[src/rtl/pss_pkg.sv]
package pss_pkg;
  localparam int unsigned NOUT = 2;

  typedef enum logic [1:0] {
    FLT_NONE  = 2'b00,
    FLT_ACT   = 2'b01,
    FLT_INACT = 2'b10,
    FLT_RSVD  = 2'b11
  } flt_mode_e;
endpackage

[src/rtl/pss_route.sv]
module pss_route #(
  parameter int unsigned NOUT = pss_pkg::NOUT
) (
  input  logic [NOUT-1:0] wave_i,
  input  logic            swap_i,
  input  logic            push_pull_i,
  output logic [NOUT-1:0] route_o
);
  logic swap_eff;

  assign swap_eff = swap_i & ~push_pull_i;

  // Exchange element k with its mirror; for two outputs this is a plain swap.
  for (genvar k = 0; k < NOUT; k++) begin : g_mux
    assign route_o[k] = swap_eff ? wave_i[NOUT-1-k] : wave_i[k];
  end
endmodule

[src/rtl/pss_pin_cond.sv]
module pss_pin_cond
  import pss_pkg::*;
(
  input  logic       wave_i,
  input  logic       pol_i,
  input  logic       idle_req_i,
  input  logic       dly_idle_i,
  input  logic       dti_en_i,
  input  logic       idle_lvl_i,
  input  logic       fault_i,
  input  logic [1:0] flt_mode_i,
  input  logic       chop_en_i,
  input  logic       carrier_i,
  output logic       lvl_o
);
  logic      act;
  logic      idle;
  flt_mode_e mode;

  assign mode = flt_mode_e'(flt_mode_i);
  assign idle = idle_req_i | (dti_en_i & dly_idle_i);
  assign act  = wave_i & (chop_en_i ? carrier_i : 1'b1);

  always_comb begin
    lvl_o = act ^ pol_i;
    if (idle) lvl_o = idle_lvl_i;
    if (fault_i) begin
      unique case (mode)
        FLT_NONE:  ;
        FLT_ACT:   lvl_o = ~pol_i;
        FLT_INACT,
        FLT_RSVD:  lvl_o = pol_i;
      endcase
    end
  end
endmodule

[src/rtl/pss_evt_flags.sv]
module pss_evt_flags #(
  parameter int unsigned NOUT    = pss_pkg::NOUT,
  parameter int unsigned CAP_IDX = NOUT - 1,
  localparam int unsigned NFLG   = 2 * NOUT
) (
  input  logic            clk,
  input  logic            rst_n,
  input  logic [NOUT-1:0] wave_i,
  input  logic [NOUT-1:0] set_ev_i,
  input  logic [NOUT-1:0] rst_ev_i,
  input  logic [NFLG-1:0] clr_i,
  input  logic [NFLG-1:0] ie_i,
  output logic [NOUT-1:0] aux_o,
  output logic [NFLG-1:0] flg_o,
  output logic            irq_o,
  output logic            cap_o
);
  logic [NFLG-1:0] ev;
  logic [NFLG-1:0] flg_d, flg_q;
  logic [NOUT-1:0] aux_q;
  logic            cap_d, cap_q;
  logic            flg_en;

  assign ev     = {rst_ev_i, set_ev_i};
  assign flg_en = |ev | |clr_i;
  assign cap_d  = set_ev_i[CAP_IDX] | rst_ev_i[CAP_IDX];

  always_comb begin
    flg_d = (flg_q & ~clr_i) | ev;
  end

  always_ff @(posedge clk or negedge rst_n) begin
    if (!rst_n) begin
      flg_q <= '0;
      aux_q <= '0;
      cap_q <= 1'b0;
    end else begin
      if (flg_en) flg_q <= flg_d;
      aux_q <= wave_i;
      cap_q <= cap_d;
    end
  end

  assign flg_o = flg_q;
  assign aux_o = aux_q;
  assign cap_o = cap_q;
  assign irq_o = |(flg_q & ie_i);
endmodule

[src/rtl/pwm_swap_stage.sv]
module pwm_swap_stage #(
  parameter int unsigned NOUT = pss_pkg::NOUT,
  localparam int unsigned NFLG = 2 * NOUT
) (
  input  logic              clk,
  input  logic              rst_n,
  input  logic [NOUT-1:0]   wave_i,
  input  logic [NOUT-1:0]   set_ev_i,
  input  logic [NOUT-1:0]   rst_ev_i,
  input  logic              swap_i,
  input  logic              push_pull_i,
  input  logic [NOUT-1:0]   pol_i,
  input  logic [NOUT-1:0]   idle_req_i,
  input  logic [NOUT-1:0]   dly_idle_i,
  input  logic [NOUT-1:0]   dti_en_i,
  input  logic [NOUT-1:0]   idle_lvl_i,
  input  logic              fault_i,
  input  logic [2*NOUT-1:0] flt_mode_i,
  input  logic [NOUT-1:0]   chop_en_i,
  input  logic              carrier_i,
  input  logic [NFLG-1:0]   clr_i,
  input  logic [NFLG-1:0]   ie_i,
  output logic [NOUT-1:0]   pin_o,
  output logic [NOUT-1:0]   aux_o,
  output logic [NFLG-1:0]   flg_o,
  output logic              irq_o,
  output logic              cap_trig_o
);
  logic [NOUT-1:0] route;
  logic [NOUT-1:0] pin_d, pin_q;

  pss_route #(.NOUT(NOUT)) i_route (
    .wave_i      (wave_i),
    .swap_i      (swap_i),
    .push_pull_i (push_pull_i),
    .route_o     (route)
  );

  // Per-pin settings are indexed by physical pin, after the swap.
  for (genvar p = 0; p < NOUT; p++) begin : g_pin
    pss_pin_cond i_cond (
      .wave_i     (route[p]),
      .pol_i      (pol_i[p]),
      .idle_req_i (idle_req_i[p]),
      .dly_idle_i (dly_idle_i[p]),
      .dti_en_i   (dti_en_i[p]),
      .idle_lvl_i (idle_lvl_i[p]),
      .fault_i    (fault_i),
      .flt_mode_i (flt_mode_i[2*p +: 2]),
      .chop_en_i  (chop_en_i[p]),
      .carrier_i  (carrier_i),
      .lvl_o      (pin_d[p])
    );
  end

  always_ff @(posedge clk or negedge rst_n) begin
    if (!rst_n) pin_q <= '0;
    else        pin_q <= pin_d;
  end

  assign pin_o = pin_q;

  // Status side stays on the logical (unswapped) signals.
  pss_evt_flags #(.NOUT(NOUT)) i_flags (
    .clk      (clk),
    .rst_n    (rst_n),
    .wave_i   (wave_i),
    .set_ev_i (set_ev_i),
    .rst_ev_i (rst_ev_i),
    .clr_i    (clr_i),
    .ie_i     (ie_i),
    .aux_o    (aux_o),
    .flg_o    (flg_o),
    .irq_o    (irq_o),
    .cap_o    (cap_trig_o)
  );
endmodule

[config.mk]
export PLATFORM = sky130hd
export DESIGN_NAME = pwm_swap_stage
export DESIGN_NICKNAME = d
export VERILOG_FILES = /design/src/rtl/pss_pkg.sv /design/src/rtl/pss_route.sv /design/src/rtl/pss_pin_cond.sv /design/src/rtl/pss_evt_flags.sv /design/src/rtl/pwm_swap_stage.sv
export SDC_FILE = /design/constraint.sdc
export NUM_CORES = 1
export LEC_CHECK = 0
export CORE_UTILIZATION = 28
export DETAILED_ROUTE_END_ITERATION = 16
export HOLD_SLACK_MARGIN = 0.15
export PLACE_DENSITY_LB_ADDON = 0.15
export SYNTH_ARGS = -nofsm -noshare
export SYNTH_HDL_FRONTEND = slang
export SYNTH_SLANG_ARGS = --single-unit
export TNS_END_PERCENT = 50
[constraint.sdc]
create_clock -name clk -period 0.8 [get_ports clk]
set_input_delay 0.08 -clock clk [delete_from_list [all_inputs] [get_ports clk]]
set_output_delay 0.08 -clock clk [all_outputs]
set_load 0.03 [all_outputs]
==> impl_metrics.ini <==
[die]
die_width_um = 42.72
ioPinCount = 46
core_area_um2 = 1524
rows = 14
die_height_um = 42.72
start_util_pct = 30.46
dieArea_um2 = 1825

[power]
finalPower_w = 0.001394
ir_drop_uv = 640.7
leakage_nw = 0.5362
pwr_density_cell_nw_per_um2 = 1265

[logic_synthesis]
yosysSeqAreaShare_pct = 48.52
yosys-top-cells-area = dfrtp_1 (49%), a21o_1 (6.5%), mux2i_1 (4.3%)
synth-seq-cells = 9
yosys_warnings = 0
synth_top_family_by_area = simple AND/OR/NAND/NOR gates
synth-simple-area-share_pct = 26.15
syn_inst = 46
synth_top_area_share_pct = 48.52
yosys.area_share.xor_xnor_pct = 0
syn_avg_cell_area_um2 = 10.09
synth_top_area_cell = dfrtp_1
syn_area_um2 = 464.2
synth.distinct_cells = 17
synth_compound_area_share_pct = 17.79
syn_nets = 82
synthMuxAreaShare_pct = 4.313
synthAdderAreaFrac_pct = 0

[place]
place.gp.congestion = 0.7986
dp_hpwl_um = 1074
portBuffers = 45

[hold_path]
hp-class = in2async

[global_route]
track_usage_pct = 16.99
grt_overflow = 0
grt_start_max_net_pins = 10
antenna_found_initial = 0
grt_pass1_vias = 567
grt_pass1_wl_um = 2290

[timing]
setup_ws_ns = -0.3409
hold_viol = 0
rsz0062_at_grt = true
slew_headroom_pct = 87.63
timing.fmax_mhz = 876.5
drv_slew = 0
fin_crit_ns = 1.141
clock_skew_ns = 0
finalCritPeriodShare_pct = 142.6
worst_hold_slack_ns = 0.1046
setup_viol = 13
tightestPinTransition_ns = 0.1819

[flow_run]
maxCapViolCount = 0

[final_layout]
drive_above_1_share_pct = 53.45
postLayoutCoreUtil_pct = 72.33
layout.cells.most_common = buf_2
fin_nets = 153
area_growth_syn_to_layout_pct = 137.5
n_antenna_cell = 0
layout_common_cells = buf_2 (16), clkdlybuf4s50_1 (15), buf_4 (15)

[critical_path]
arrival_ns = 1.06
critical_path_class = reg2out
startpoint_type = register
reg2reg_depth = 3
critPathRequiredTime_ns = 0.72
end_kind = primary output
critPathMaxFanout = 2

[route]
via_per_inst = 4.682
drcViolationCount = 0
wl_per_cell_um = 10.67
via_count = 618
drt_iter0_drc = 6
drtAntennaViolNets = 0
routed_wl_um = 1409
firstDrtPassIters = 3

[clocking]
hold_buffers = 2
cts_root_buf = clkbuf_4
cts.sinks = 9
htreeDepth = 1
clk_pin_slew_worst_paths_ns = 0.06
clk_latency_ns = 0.26
cts_made_buffers = 3
cts_tree = done
clk_path_buf_depth = 2

[run_status]
violations = setup timing
status = finished with violations
==> stage by stage <==
step                TNS [ns]  cells  setup WS (ns)  instance area (um^2)
finish                -1.854    132        -0.3409                  1102
global route          -2.307    132        -0.3976                  1102
CTS                   -1.560    130        -0.3361                  1087
detailed placement    -1.794    119        -0.6303                  1012
global placement      -1.685    119        -0.5957                  1012
floorplan            -0.3298     46        -0.1122                 476.7
==> final timing paths <==
check | from | slack (ns) | endpoint
hold / removal | rst_n | 0.10 | i_flags.flg_o[1]$_DFFE_PN0P_
setup reg to reg | i_flags.flg_o[1]$_DFFE_PN0P_ | -0.11 | i_flags.flg_o[1]$_DFFE_PN0P_
setup / recovery | i_flags.flg_o[0]$_DFFE_PN0P_ | -0.34 | irq_o
hold reg to reg | i_flags.flg_o[3]$_DFFE_PN0P_ | 0.59 | i_flags.flg_o[3]$_DFFE_PN0P_
max in group asynchronous | rst_n | 0.55 | i_flags.flg_o[2]$_DFFE_PN0P_
min in group clk | idle_req_i[0] | 0.21 | pin_o[0]$_DFF_PN0_
==> logic make-up (layout without fill, tap and decap cells) <==
kind of cell           Yosys count  count (layout)
multiplexers                     2               2
flip-flops                       9               9
buffers and inverters            4              74
AND/OR/NAND/NOR                 19              19
AO/OA/AOI/OAI                   12              12
==> critical path, stage by stage, from the launching register on <==
cell and delay (ns):
dfrtp_2 0.41, a22oi_2 0.20, nand2_2 0.06, buf_6 0.14
==> power by group <==
part	switching [W]	leakage [nW]	total (W)	internal, W
logic	0.000215	0.424	0.000535	0.000320
clock network	0.000156	0.0150	0.000348	0.000192
registers	0.0000195	0.0975	0.000511	0.000492
total	0.000390	0.536	0.00139	0.00100
==> state kept, by name, indices dropped and copies added, names as in the netlist <==
name / count
i_flags.flg_o: 4
i_flags.aux_o: 2
pin_o: 2
i_flags.cap_o: 1
==> synth_stat cells <==
cell,number
a21o_1,4
a21oi_1,2
a22oi_1,2
and2b_1,2
and3_1,2
dfrtp_1,9
inv_1,4
mux2i_1,2
nand2_1,3
nand3_1,4
nand3b_1,2
nor2b_4,1
o2111ai_1,2
o21ai_1,2
or2_2,1
or3_1,2
or4_1,2
==> final cells by class <==
cell class,instances,area [um^2]
Clock buffer,4,26.28
Fill cell,118,421.7
Inverter,4,15.01
Multi-Input combinational cell,33,255.2
Sequential cell,9,230.2
Tap cell,16,20.02
Timing Repair Buffer,66,555.5
==> routing by layer <==
metal | share of wire [%] | track usage (%) | vias up
met5 | 0 | 0 | -
met4 | 2.3 | 11.25 | 0
met3 | 6.6 | 3.404 | 4
met2 | 50 | 27.88 | 26
met1 | 41 | 19.78 | 276
li1 | - | - | 312
==> timing repair <==
item | CTS | global route
setup endpoints to repair | 13 | 16
buffers inserted | 5 | 3
resized for setup | 82 | 1
endpoints found under the hold margin | 11 | 9
cloned | 0 | 0
pin swaps | 11 | 2
No activity file was read; power rests on OpenSTA's default activity.
